$ cat src/rtl/intseq_pkg.sv
package intseq_pkg;

  // Strobes from the sequencing control to the datapath
  typedef struct packed {
    logic latchWin;  // capture the arbitration winner
    logic rdHi;      // high vector byte read cycle
    logic rdLo;      // low vector byte read cycle
    logic retire;    // completion cycle, clears the served source
  } seqStrobe_t;

  // Source numbering; vector high byte = top - 2 * source
  localparam int SRC_RESET   = 0;
  localparam int SRC_SWI     = 1;
  localparam int SRC_HW_BASE = 2;

endpackage

$ cat src/rtl/intseq_ctrl.sv
module intseq_ctrl
  import intseq_pkg::*;
(
  input  logic       clk,
  input  logic       resetN,
  input  logic       ready,
  output seqStrobe_t strobe,
  output logic       takePulse,
  output logic       setIBit
);

  typedef enum logic [2:0] {
    ST_HOLD, ST_IDLE, ST_HI, ST_LO, ST_DONE
  } seqState_t;

  seqState_t state;

  always_ff @(posedge clk) begin
    if (!resetN) begin
      state <= ST_HOLD;
    end else begin
      unique case (state)
        ST_HOLD: state <= ST_HI;
        ST_IDLE: state <= ready ? ST_HI : ST_IDLE;
        ST_HI:   state <= ST_LO;
        ST_LO:   state <= ST_DONE;
        ST_DONE: state <= ST_IDLE;
        default: state <= ST_HOLD;
      endcase
    end
  end

  always_comb begin
    strobe.latchWin = (state == ST_IDLE) && ready;
    strobe.rdHi     = (state == ST_HI);
    strobe.rdLo     = (state == ST_LO);
    strobe.retire   = (state == ST_DONE);
    takePulse       = (state == ST_DONE);
    setIBit         = (state == ST_DONE);
  end

  // the high read is followed by the low read and then the completion
  assert_read_then_done_R10: assert property (@(posedge clk) disable iff (!resetN)
    strobe.rdHi |=> strobe.rdLo ##1 takePulse);

  // completion lasts one cycle and always carries the set-mask command
  assert_single_take_R8: assert property (@(posedge clk) disable iff (!resetN)
    takePulse |-> setIBit ##1 !takePulse);

endmodule

$ cat src/rtl/intseq_dp.sv
module intseq_dp
  import intseq_pkg::*;
#(
  parameter int NHW     = 4,
  parameter int ADDR_W  = 16,
  parameter logic [ADDR_W-1:0] VEC_TOP = 16'h1FFE
) (
  input  logic              clk,
  input  logic              resetN,
  input  logic [NHW-1:0]    hwReq,
  input  logic              iMask,
  input  logic              swiFetch,
  input  logic              swiExec,
  input  seqStrobe_t        strobe,
  output logic              ready,
  output logic              vecRd,
  output logic [ADDR_W-1:0] vecAddr
);

  localparam int SRC_N = NHW + SRC_HW_BASE;
  localparam int SRC_W = $clog2(SRC_N);

  logic              swiPend;
  logic [NHW-1:0]    snap, snapNext;
  logic [NHW-1:0]    eligHw, earlyHw;
  logic [SRC_W-1:0]  winReg, winNext;
  logic [ADDR_W-1:0] vecBase;
  logic              swiServed;

  assign swiServed = strobe.retire && (winReg == SRC_W'(SRC_SWI));
  assign eligHw    = iMask ? '0 : hwReq;
  assign earlyHw   = eligHw & snap;

  // Per-line fetch-time snapshot: fetch capture wins over retire clearing
  for (genvar g = 0; g < NHW; g++) begin : g_snap
    logic served;
    assign served = strobe.retire && (winReg == SRC_W'(SRC_HW_BASE + g));
    assign snapNext[g] = swiFetch ? hwReq[g]
                       : (served || swiServed) ? 1'b0
                       : snap[g];
  end

  always_ff @(posedge clk) begin
    if (!resetN) begin
      snap    <= '0;
      swiPend <= 1'b0;
    end else begin
      snap <= snapNext;
      if (swiExec)        swiPend <= 1'b1;
      else if (swiServed) swiPend <= 1'b0;
    end
  end

  // Arbitration: lowest line index wins; early lines pre-empt a pending SWI
  always_comb begin
    winNext = SRC_W'(SRC_SWI);
    if (swiPend) begin
      for (int k = NHW - 1; k >= 0; k--)
        if (earlyHw[k]) winNext = SRC_W'(SRC_HW_BASE + k);
    end else begin
      for (int k = NHW - 1; k >= 0; k--)
        if (eligHw[k]) winNext = SRC_W'(SRC_HW_BASE + k);
    end
  end

  assign ready = swiPend || (|eligHw);

  always_ff @(posedge clk) begin
    if (!resetN)             winReg <= SRC_W'(SRC_RESET);
    else if (strobe.latchWin) winReg <= winNext;
  end

  always_comb begin
    vecBase = VEC_TOP - ADDR_W'({winReg, 1'b0});
    if (strobe.rdHi)      vecAddr = vecBase;
    else if (strobe.rdLo) vecAddr = vecBase + ADDR_W'(1);
    else                  vecAddr = '0;
  end

  assign vecRd = strobe.rdHi || strobe.rdLo;

  // under the mask only the software interrupt can be chosen
  assert_mask_blocks_hw_R4: assert property (@(posedge clk) disable iff (!resetN)
    (strobe.latchWin && iMask) |-> (winNext == SRC_W'(SRC_SWI)));

  // the SWI is not chosen while a fetch-time line is still eligible
  assert_early_before_swi_R6: assert property (@(posedge clk) disable iff (!resetN)
    (strobe.latchWin && winNext == SRC_W'(SRC_SWI)) |-> (earlyHw == '0));

  // with a SWI pending, a hardware winner must come from the snapshot
  assert_late_after_swi_R7: assert property (@(posedge clk) disable iff (!resetN)
    (strobe.latchWin && swiPend && winNext != SRC_W'(SRC_SWI)) |-> (|earlyHw));

  // the chosen source holds through the low read and completion
  assert_win_hold_R10: assert property (@(posedge clk) disable iff (!resetN)
    (strobe.rdLo || strobe.retire) |-> $stable(winReg));

endmodule

$ cat src/rtl/intseq_top.sv
module intseq_top
  import intseq_pkg::*;
#(
  parameter int NHW     = 4,
  parameter int ADDR_W  = 16,
  parameter logic [ADDR_W-1:0] VEC_TOP = 16'h1FFE
) (
  input  logic              clk,
  input  logic              resetN,
  input  logic [NHW-1:0]    hwReq,
  input  logic              iMask,
  input  logic              swiFetch,
  input  logic              swiExec,
  output logic              vecRd,
  output logic [ADDR_W-1:0] vecAddr,
  output logic              takePulse,
  output logic              setIBit
);

  seqStrobe_t strobe;
  logic       ready;

  intseq_ctrl u_ctrl (
    .clk       (clk),
    .resetN    (resetN),
    .ready     (ready),
    .strobe    (strobe),
    .takePulse (takePulse),
    .setIBit   (setIBit)
  );

  intseq_dp #(
    .NHW     (NHW),
    .ADDR_W  (ADDR_W),
    .VEC_TOP (VEC_TOP)
  ) u_dp (
    .clk      (clk),
    .resetN   (resetN),
    .hwReq    (hwReq),
    .iMask    (iMask),
    .swiFetch (swiFetch),
    .swiExec  (swiExec),
    .strobe   (strobe),
    .ready    (ready),
    .vecRd    (vecRd),
    .vecAddr  (vecAddr)
  );

  // the first read after reset release is the reset vector high byte
  assert_reset_vector_R1: assert property (@(posedge clk)
    $rose(resetN) |=> (vecRd && vecAddr == VEC_TOP));

endmodule

$ cat config.mk
export PLATFORM = sky130hd
export DESIGN_NAME = intseq_top
export DESIGN_NICKNAME = d
export VERILOG_FILES = /design/src/rtl/intseq_pkg.sv /design/src/rtl/intseq_ctrl.sv /design/src/rtl/intseq_dp.sv /design/src/rtl/intseq_top.sv
export SDC_FILE = /design/constraint.sdc
export NUM_CORES = 1
export LEC_CHECK = 0
export BUFFER_PORTS_ARGS = -buffer_cell sky130_fd_sc_hd__buf_2
export CAP_MARGIN = 20
export CORE_AREA = 3 3 45 47
export DETAILED_ROUTE_END_ITERATION = 6
export DIE_AREA = 0 0 48 50
export GPL_TIMING_DRIVEN = 0
export PLACE_DENSITY_LB_ADDON = 0.12
export SYNTH_ARGS = -nofsm -noshare
export SYNTH_HDL_FRONTEND = slang
export SYNTH_SLANG_ARGS = --single-unit
$ cat constraint.sdc
create_clock -name clk -period 1.4 [get_ports clk]
set_input_delay 0.28 -clock clk [delete_from_list [all_inputs] [get_ports clk]]
set_output_delay 0.28 -clock clk [all_outputs]
set_load 0.01 [all_outputs]
* Word level (Yosys, flattened, before mapping)
Cells that the tools add are included.
** Operators by class
- Add/subtract/negate cells :: 2
- Equal/unequal tests :: 9
- Multiplexer cells :: 24
- Bitwise operators :: 1
- Reductions and logical operators :: 19
** Operators with widths (number)
- 16-bit 2-to-1 mux :: 2
- 3-bit 2-to-1 mux :: 9
- 16-bit by 1-bit adder with 16-bit output (second input constant) :: 1
- 3-bit one-hot mux with 5 select lines :: 1
- 13-bit by 4-bit subtractor with 14-bit output (first input constant) :: 1
- 3-bit by 2-bit equality test with 1-bit output (second input constant) :: 4
- 1-bit 2-to-1 mux :: 10
- 2-bit nonzero test :: 5
- 3-bit equality test (second input constant) :: 3
- 3-bit by 1-bit equality test with 1-bit output (second input constant) :: 2
- 1-bit logical AND :: 6
- 1-bit logical OR :: 6
- 4-bit bitwise AND :: 1
- 4-bit 2-to-1 mux :: 1
- 4-bit OR reduction :: 1
- 3-bit logical NOT :: 1
- 2-bit 2-to-1 mux :: 1
** Word-level totals
- Register bits after elaboration :: 11
- Input port bits :: 9
- Logic and storage cells :: 62

* Depth between registers and ports, before layout
Gate-level depths: netlist of run 1.
- Depth after elaboration :: 7
- Gate-level depth with buffers :: 5
- Depth with buffers taken out :: 4

* Cells and area by module
From an unflattened synthesis of run 1, not the netlist that was laid out.
** Second synthesis, totals
- Cells, all modules :: 88
- Area, all modules :: 725.7 sq um
** Modules (own cells, without submodules)
- intseq_dp :: instances 1, cells an instance 71, area each 556.8 sq um
- intseq_ctrl :: instances 1, cells an instance 17, area each 168.9 sq um

* Least setup slack after synthesis of run 1
No wires, ideal clock.
- Kind :: reg2out
- From :: register u_ctrl.state[2]
- To :: output port takePulse
- Arrival :: 1.068 ns
- Required time :: 1.120 ns
- Setup slack :: 0.052 ns
- Cell stages (with the launch flop) :: 5
- Path buffers :: 2
- Cells stage by stage :: dfxtp_1 -> buf_6 -> or3b_4 -> inv_1 -> buf_4
** Between the ends
- Longest elaborated chain between the ends :: 1
** RTL lines
- start, declared :: line intseq_ctrl.sv:16 : seqState_t state;
- start signal, assigned :: line intseq_ctrl.sv:24 : ST_IDLE: state <= ready ? ST_HI : ST_IDLE;
- 3-bit equality test
- end, declared :: line intseq_top.sv:16 : output logic takePulse,
Every way passes these cells.

* Final worst setup path of run 1
- From :: register u_ctrl.state[0]
- To :: output port takePulse
** Between the ends
- Longest elaborated chain between the ends :: 1
** RTL lines
- 3-bit equality test :: line intseq_ctrl.sv:38 : takePulse = (state == ST_DONE);
Every way passes these cells.

==> impl_metrics.tcl, run 1 <==
set metrics [dict create \
    status "finished with violations" \
    violations "negative setup slack" \
    finClkSkew_ns 0.002832 \
    switchingPower_mw 0.2899 \
    cts_buffers 3 \
    crit_type "register to output port" \
    antenna_found_initial 0 \
    p_seq_frac 0.390 \
    path_clk_slew_ns 0.07 \
    hpwl_um 1251 \
    grt_pass1_wl_um 2773 \
    vias 765 \
    drtAntennaViolNets 0 \
    fin_ws_ns -0.1411 \
    grt_util_all_layers 0.1612 \
    drtIter0Drc 12 \
    fp-row-count 15 \
    cp.arrival_ns 1.26 \
    cts.sinks 11 \
    p_int_mw 0.6439 \
    ios 28 \
    drt-pass1-iter-count 4 \
    final_hold_viol_count 0 \
    n_antenna_cell 0 \
    p_leak_nw 0.5155 \
    cts_tree "done" \
    first_global_vias 665 \
    synth.distinct_cells 33 \
    chipHeight_um 50 \
    placedCellCount 135 \
    fmax_ghz 0.6489 \
    cp_max_fo 6 \
    finalCritPeriodShare 1.101 \
    synth_seq_area_share 0.3024 \
    routedWlPerCell_um 12.62 \
    viasPerCell 5.134 \
    tns_ns -1.187 \
    start_kind "register" \
    grt_max_degree 11 \
    place.gp.congestion 0.8739 \
    start_util 0.4311 \
    routed_wl_um 1880 \
    clkPwrFrac 0.235 \
    cts_hold_buffers 0 \
    synth.avg_cell_area_um2 7.915 \
    power_per_cell_area_nw_per_um2 843.4 \
    drive_gt1_frac 0.4924 \
    min_path_type "input port to register" \
    area_growth_pct 52.06 \
    worstPathRequired_ns 1.12 \
    insertion_delay_ns 0.27 \
    switching_share 0.3105 \
    endpoint_kind "output port" \
    synth_seq_cells 11 \
    root_buffer "clkbuf_4" \
    io_buffers 24 \
    coreArea_um2 1689 \
    combPwrFrac 0.375 \
    netlist_area_um2 728.2 \
    layoutNonFillerInstCount 149 \
    rsz0062_at_grt "true" \
    min_period_ns 1.541 \
    gr-total-overflow 0 \
    total_power_mw 0.9339 \
    die_w_um 48 \
    route.detailed.drc 0 \
    syn_inst 92 \
    clk_path_buf_depth 2 \
    dieArea_um2 2400 \
    ys_warn_count 0 \
    setup_violations 15 \
    ctsHtreeMaxLevel 1 \
    num-nets-final 142 \
    ir_drop_mv 0.4254 \
    finalMaxSlewViolations 0 \
    maxCapViolCount 0 \
]
==> worst max-delay path, cell delays in order (launching register included) <==
cell and delay [ns]:
dfxtp_2 0.34, or3b_4 0.40, inv_2 0.07, buf_6 0.09, buf_6 0.08
==> area by class of cell <==
| type | instances | area [µm²] |
|---|---|---|
| plain buffers | 14 | 123.9 |
| clock buffers | 4 | 26.28 |
| fillers | 159 | 581.8 |
| inverters | 5 | 26.28 |
| multi-input cells | 63 | 412.9 |
| flip-flops and latches | 11 | 224.0 |
| well taps | 17 | 21.27 |
| repair buffers | 34 | 265.3 |
| repair inverters | 1 | 7.507 |
==> sequential cells by signal, indices dropped and copies added (netlist names) <==
name          cells
u_dp.winReg       3
u_ctrl.state      3
u_dp.snap         4
u_dp.swiPend      1
==> routing by layer <==
metal,track usage,share of wire,up-vias
met3,0.02190,0.060,5
li1,-,-,392
met1,0.1895,0.41,340
met4,0.09417,0.023,0
met5,0,0,-
met2,0.2621,0.51,28
==> per-stage QoR <==
stage | utilization | setup slack [ns] | cell area (µm²) | hold WS [ns]
finish | 0.6556 | -0.1411 | 1107 | 0.2755
global route | 0.6556 | -0.1886 | 1107 | 0.2911
global placement | 0.5193 | -0.02548 | 877.1 | 0.4973
floorplan | - | 0.05202 | 735.7 | 0.4103
detailed placement | 0.5193 | -0.03248 | 877.1 | 0.5280
CTS | 0.5770 | -0.1803 | 974.7 | 0.2790
==> final timing paths <==
path / from / to / slack [ns] / cells past startpoint
setup / recovery: u_ctrl.state[0]$_SDFF_PN0_ / takePulse / -0.14 / 4
setup reg to reg: u_ctrl.state[0]$_SDFF_PN0_ / u_dp.snap[3]$_SDFFE_PN0P_ / -0.11 / 6
hold reg to reg: u_dp.snap[0]$_SDFFE_PN0P_ / u_dp.snap[0]$_SDFFE_PN0P_ / 0.52 / 2
hold / removal: hwReq[3] / u_dp.snap[3]$_SDFFE_PN0P_ / 0.28 / 2
==> cell families after synthesis <==
kind of cell	count (synthesis)	share of synthesized area
AND/OR/NAND/NOR	31	0.2646
AO/OA/AOI/OAI	27	0.2234
buffers and inverters	20	0.1804
flip-flops	11	0.3024
XOR/XNOR	2	0.02406
other	1	0.005150
==> power by group through the flow <==
stage | Combinational (mW) | Clock, mW | Sequential [mW]
3_5_place_dp | 0.241 | 0 | 0.365
6_report | 0.350 | 0.220 | 0.364
4_1_cts | 0.264 | 0.228 | 0.359
3_3_place_gp | 0.238 | 0 | 0.365
5_1_grt | 0.380 | 0.240 | 0.367
2_1_floorplan | 0.161 | 0 | 0.359
==> Yosys cell counts <==
library cell / instances / area share
buf_4: 13 / 0.13
a31o_1: 2 / 0.024
nand2b_1: 3 / 0.026
o221a_2: 1 / 0.015
nor4_1: 1 / 0.0086
nand2_1: 2 / 0.010
and3_1: 2 / 0.017
conb_1: 1 / 0.0051
a31oi_1: 1 / 0.0086
nor2_1: 8 / 0.041
a21oi_1: 5 / 0.034
or3b_4: 1 / 0.015
nor3_2: 1 / 0.014
and2_1: 1 / 0.0086
xor2_1: 1 / 0.012
dfxtp_1: 11 / 0.30
o21ai_1: 1 / 0.0069
nand4_1: 1 / 0.0086
nand3b_1: 3 / 0.031
nor3_1: 3 / 0.021
o21a_1: 2 / 0.021
inv_1: 5 / 0.026
a22oi_1: 2 / 0.021
nor4_2: 1 / 0.017
o31ai_1: 1 / 0.010
nor2_4: 1 / 0.015
nand3_1: 1 / 0.0069
xnor2_1: 1 / 0.012
nor4b_1: 1 / 0.012
o21ai_0: 12 / 0.082
buf_6: 1 / 0.015
clkbuf_1: 1 / 0.0051
and3b_1: 1 / 0.012
==> placed cells by master, fill, tap and decap left out, types with 3 or more instances in the layout <==
cell type,synthesis,routed
a21oi_1,5,5
buf_6,1,16
buf_4,13,14
dfxtp_2,0,3
buf_2,0,16
inv_1,5,3
nor2_1,8,6
clkbuf_4,0,3
conb_1,1,3
nand3b_1,3,3
o21ai_0,12,11
dfxtp_1,11,8
==> what timing repair did <==
| item | CTS | global route |
|---|---|---|
| buffers inserted | 6 | 4 |
| pin swaps | 0 | 1 |
| cloned | 1 | 0 |
| setup endpoints to repair | 16 | 20 |
| hold endpoints to repair | 0 | 0 |
| resized for setup | 8 | 26 |
No activity file was read; power rests on OpenSTA's default activity.
==> inputs of run 2 (changes only) <==
- CORE_AREA: 3 3 45 47 -> 3 3 44 46
- DIE_AREA: 0 0 48 50 -> 0 0 47 49
==> run 2 against run 1 <==
  * Worst setup slack is essentially flat
  * Highest routed layer unchanged
  * Via count fell by 0.92%
  * Sequential share of layout area is 0.92 points higher
  * Sequential cell count is the same
  * Maximum frequency about the same
  * Wire length decreased by 8.2%
  * The run still ends with negative setup slack left
  * Sequential power decreased by 1%
  * Clock power increased by 2%
  * Die area shrank 4.0%
  * Global-route usage down 0.46 points
  * Register-to-register slack improved by 0.13 ns
==> impl_metrics.tcl, run 2 (synthesized netlist as in run 1, its figures left out) <==
set metrics [dict create \
    multi_input_area_um2 401.6 \
    rsz0062_at_grt "true" \
    io_buffers 24 \
    p_int_mw 0.6391 \
    fin_util 0.6948 \
    fmax_ghz 0.6487 \
    drt-pass1-iter-count 4 \
    start_kind "register" \
    rrSetupSlack_ns 0.02 \
    min_path_type "input port to register" \
    chipHeight_um 49 \
    p_seq_frac 0.388 \
    n_antenna_cell 0 \
    switching_share 0.3102 \
    finClkSkew_ns 0.002874 \
    viasPerCell 5.301 \
    route.detailed.drc 0 \
    reg2reg_depth 5 \
    total_power_mw 0.9265 \
    maxCapViolCount 0 \
    gr-total-overflow 0 \
    place.gp.congestion 0.8204 \
    mostFrequentLayoutCells "buf_6 (17), buf_2 (13), o21ai_0 (12)" \
    worstHoldStart "hwReq[3]" \
    coreArea_um2 1541 \
    hpwl_um 1267 \
    cp.arrival_ns 1.26 \
    p_leak_nw 0.4930 \
    setup_violations 11 \
    cts_hold_buffers 0 \
    start_util 0.4724 \
    cts.sinks 11 \
    dieArea_um2 2303 \
    violations "negative setup slack" \
    hold_path_depth 2 \
    cpMaxStageDelayCell "or3b_4" \
    cts_buffers 3 \
    cpMostUsedCell "buf_6" \
    final_hold_viol_count 0 \
    routed_wl_um 1726 \
    grt_pass1_wl_um 2649 \
    path_cells "or3b_4 -> inv_2 -> buf_6 -> buf_6" \
    clkPwrFrac 0.242 \
    grt_max_degree 11 \
    power_per_cell_area_nw_per_um2 865.1 \
    first_global_vias 647 \
    critPathMaxStageDelay_ns 0.39 \
    vias 758 \
    insertion_delay_ns 0.28 \
    ctsHtreeMaxLevel 1 \
    ios 28 \
    cp_max_fo 6 \
    worstPathRequired_ns 1.12 \
    pre_cts_ws_ns -0.04221 \
    regMostFlops "u_dp.snap" \
    cts_tree "done" \
    crit_type "register to output port" \
    placedCellCount 134 \
    tns_ns -0.8281 \
    min_period_ns 1.541 \
    hold_end "u_dp.snap[3]$_SDFFE_PN0P_" \
    combPwrFrac 0.370 \
    r2r-end "u_dp.snap[3]$_SDFFE_PN0P_" \
    grt_util_all_layers 0.1567 \
    r2r_start "u_ctrl.state[1]$_SDFF_PN0_" \
    largestRegisters "u_dp.snap: 4 flops, u_ctrl.state: 3 flops, u_dp.winReg: 3 flops" \
    status "finished with violations" \
    layoutNonFillerInstCount 143 \
    num-nets-final 137 \
    fp-row-count 14 \
    fin_ws_ns -0.1415 \
    drive_gt1_frac 0.4646 \
    ir_drop_mv 0.6836 \
    switchingPower_mw 0.2874 \
    area_growth_pct 47.08 \
    clk_path_buf_depth 2 \
    root_buffer "clkbuf_4" \
    final_common_cell "buf_6" \
    fillCellCount 124 \
    finalCritPeriodShare 1.101 \
    drtIter0Drc 37 \
    endpoint_kind "output port" \
    drtAntennaViolNets 0 \
    ff_latch_area_um2 226.5 \
    largest_reg_flops 4 \
    routedWlPerCell_um 12.07 \
    finalMaxSlewViolations 0 \
    path_clk_slew_ns 0.07 \
    antenna_found_initial 0 \
    die_w_um 47 \
]
[run 2: cell types whose count changed in the layout (fill, tap and decap cells not counted)]
cell     delta
buf_2       -3
dfxtp_4     +1
nor3_4      -1
o21ai_0     +1
o21ai_1     -1
buf_6       +1
buf_4       -3
nor3_1      +1
dfxtp_2     -1
[run 2: final cells by class]
| cell class | count | share of cell area |
|---|---|---|
| sequential | 11 | 0.2114 |
| buffer | 14 | 0.1121 |
| inverter | 5 | 0.02453 |
| clock buffer | 4 | 0.02453 |
| timing repair buffer | 29 | 0.2266 |
| timing repair inverter | 1 | 0.007009 |
| tap | 16 | 0.01869 |
| multi-input combinational | 63 | 0.3750 |
[run 2: per-stage QoR]
step                      area, µm²  hold slack (ns)
after detailed placement      875.8           0.5136
final                          1071           0.2717
after floorplan               735.7           0.4103
after CTS                     939.7           0.2636
after global routing           1071           0.2693
after global placement        875.8           0.5044
[run 2: what timing repair did]
item / CTS / global route
buffers inserted: 3 / 2
hold endpoints to repair: 0 / 0
setup endpoints to repair: 16 / 18
gates resized for setup: 10 / 26
cloned: 1 / 0
[run 2: worst max path at each step]
stage / start / depth (start not counted) / endpoint
3_5_place_dp: u_ctrl.state[2]$_SDFF_PN0_ / 5 / vecAddr[7]
3_3_place_gp: hwReq[0] / 5 / u_dp.winReg[2]$_SDFFE_PN0P_
5_1_grt: u_ctrl.state[1]$_SDFF_PN0_ / 4 / takePulse
2_1_floorplan: u_ctrl.state[2]$_SDFF_PN0_ / 4 / takePulse
6_report: u_ctrl.state[1]$_SDFF_PN0_ / 4 / takePulse
4_1_cts: u_ctrl.state[2]$_SDFF_PN0_ / 4 / takePulse
[run 2: routing by layer]
metal,track usage,part of all wire
met2,0.2308,0.47
met1,0.2058,0.41
met5,0,0
met3,0.03321,0.10
met4,0.08295,0.017
[run 2: worst max-delay path, delay by kind of cell (launching register included)]
| family | cells | cell delay [ns] |
|---|---|---|
| buffers and inverters | 3 | 0.23 |
| DFF | 1 | 0.35 |
| and+or+nand+nor | 1 | 0.39 |
[run 2: power by group through the flow]
stage                     Sequential [mW]  Clock [mW]  Combinational [mW]
after CTS                           0.357       0.232               0.256
after floorplan                     0.359           0               0.161
after global routing                0.363       0.244               0.376
after detailed placement            0.365           0               0.241
final                               0.360       0.224               0.343
after global placement              0.365           0               0.236
==> inputs of run 3 (changes only) <==
- HOLD_SLACK_MARGIN: not set -> 0.02
- SKIP_CTS_REPAIR_TIMING: not set -> 1
==> run 3 against run 2 <==
  * The flow still finishes with violations (negative setup slack)
  * Sequential cell count unchanged
  * Cell count shrank 2.1%
  * Non-clock buffer count shrank 3
  * Register-to-register slack better by 0.06 ns
  * Sequential power barely moved
  * Global-route usage fell by 0.35 points
  * Critical path depth increased by 1
  * First-iteration DRC count decreased by 27%
  * Worst setup slack worse by 0.089 ns
==> impl_metrics.tcl, run 3 (synthesized netlist as in run 1, its figures left out) <==
set metrics [dict create \
    place.gp.congestion 0.8204 \
    root_buffer "clkbuf_4" \
    worstPathRequired_ns 1.12 \
    num-nets-final 134 \
    grt_max_degree 12 \
    layoutNonFillerInstCount 140 \
    finClkSkew_ns 0.002138 \
    mostFrequentLayoutCells "buf_2 (23), buf_4 (13), o21ai_0 (12)" \
    setup_violations 16 \
    regMostFlops "u_dp.snap" \
    start_util 0.4724 \
    insertion_delay_ns 0.28 \
    cts.sinks 11 \
    min_period_ns 1.631 \
    placedCellCount 134 \
    n_antenna_cell 0 \
    ios 28 \
    first_global_vias 625 \
    coreArea_um2 1541 \
    hold_end "u_dp.snap[3]$_SDFFE_PN0P_" \
    cts_tree "done" \
    crit_type "register to output port" \
    grt_pass1_wl_um 2566 \
    drt-pass1-iter-count 4 \
    largestRegisters "u_dp.snap: 4 flops, u_ctrl.state: 3 flops, u_dp.winReg: 3 flops" \
    path_clk_slew_ns 0.07 \
    total_power_mw 0.8341 \
    cts_buffers 3 \
    drtIter0Drc 27 \
    fmax_ghz 0.6133 \
    fp-row-count 14 \
    ctsHtreeMaxLevel 1 \
    holdWs_ns 0.2709 \
    power_per_cell_area_nw_per_um2 896.0 \
    maxCapViolCount 0 \
    finalMaxSlewViolations 0 \
    pre_cts_ws_ns -0.04221 \
    violations "negative setup slack" \
    status "finished with violations" \
    die_w_um 47 \
    antenna_found_initial 0 \
    routed_wl_um 1639 \
    r2r_start "u_ctrl.state[2]$_SDFF_PN0_" \
    worstHoldStart "hwReq[3]" \
    io_buffers 24 \
    min_path_type "input port to register" \
    endpoint_kind "output port" \
    hpwl_um 1267 \
    final_common_cell "buf_2" \
    dieArea_um2 2303 \
    chipHeight_um 49 \
    cp.arrival_ns 1.35 \
    rrSetupSlack_ns 0.08 \
    largest_reg_flops 4 \
    final_hold_viol_count 0 \
    grt_util_all_layers 0.1531 \
    route.detailed.drc 0 \
    clk_path_buf_depth 2 \
    finalCritPeriodShare 1.165 \
    area_growth_pct 27.84 \
    cp_max_fo 4 \
    ir_drop_mv 0.6505 \
    start_kind "register" \
    routedWlPerCell_um 11.71 \
    reg2reg_depth 5 \
    drtAntennaViolNets 0 \
    drive_gt1_frac 0.4194 \
    rsz0062_at_grt "true" \
    hold_path_depth 2 \
    vias 720 \
    viasPerCell 5.143 \
    gr-total-overflow 0 \
    fin_ws_ns -0.2305 \
    r2r-end "u_dp.snap[3]$_SDFFE_PN0P_" \
    p_leak_nw 0.4464 \
]
## run 3: changes by cell type in the layout (fill, tap and decap cells not counted), sizes merged
cell | previous run | this run
buf | 42 | 39
## run 3: worst max-delay path: stages (launching register included)
cell and delay (ns):
dfxtp_2 0.33, buf_6 0.09, or3b_4 0.41, inv_2 0.08, buf_6 0.08, buf_6 0.08
## run 3: final cells by class
| type | count | area [µm²] |
|---|---|---|
| Fill cell | 151 | 610.6 |
| Buffer | 15 | 116.4 |
| Timing Repair Buffer | 25 | 133.9 |
| Timing Repair inverter | 1 | 7.507 |
| Multi-Input combinational cell | 63 | 386.6 |
| Inverter | 5 | 18.77 |
| Clock buffer | 4 | 26.28 |
| Sequential cell | 11 | 221.5 |
| Tap cell | 16 | 20.02 |
## run 3: worst max-delay path by stage
stage | start | to | slack (ns) | cells after the start
CTS | u_ctrl.state[2]$_SDFF_PN0_ | vecAddr[7] | -0.35 | 5
detailed placement | u_ctrl.state[2]$_SDFF_PN0_ | vecAddr[7] | -0.04 | 5
global route | u_ctrl.state[2]$_SDFF_PN0_ | takePulse | -0.29 | 5
floorplan | u_ctrl.state[2]$_SDFF_PN0_ | takePulse | 0.05 | 4
global placement | hwReq[0] | u_dp.winReg[2]$_SDFFE_PN0P_ | -0.01 | 5
finish | u_ctrl.state[2]$_SDFF_PN0_ | takePulse | -0.23 | 5
## run 3: through the flow
step	utilization	TNS, ns	area (µm²)
floorplan	-	0	735.7
global placement	0.5682	-0.07562	875.8
detailed placement	0.5682	-0.4074	875.8
CTS	0.5852	-4.237	902.1
global route	0.6039	-3.686	930.9
finish	0.6039	-2.206	930.9
## run 3: layer usage
layer / share of wire / GRT usage / wire, µm / vias to the layer above
li1: - / - / - / 372
met3: 0.083 / 0.03321 / 136 / 2
met2: 0.42 / 0.2262 / 693 / 31
met4: 0.018 / 0.08295 / 30 / 0
met5: 0 / 0 / 0 / -
met1: 0.47 / 0.1991 / 778 / 315
## run 3: where the power goes
part | internal [mW] | switching [mW] | total [mW]
logic | 0.125 | 0.125 | 0.250
clock network | 0.111 | 0.115 | 0.225
registers | 0.334 | 0.0254 | 0.359
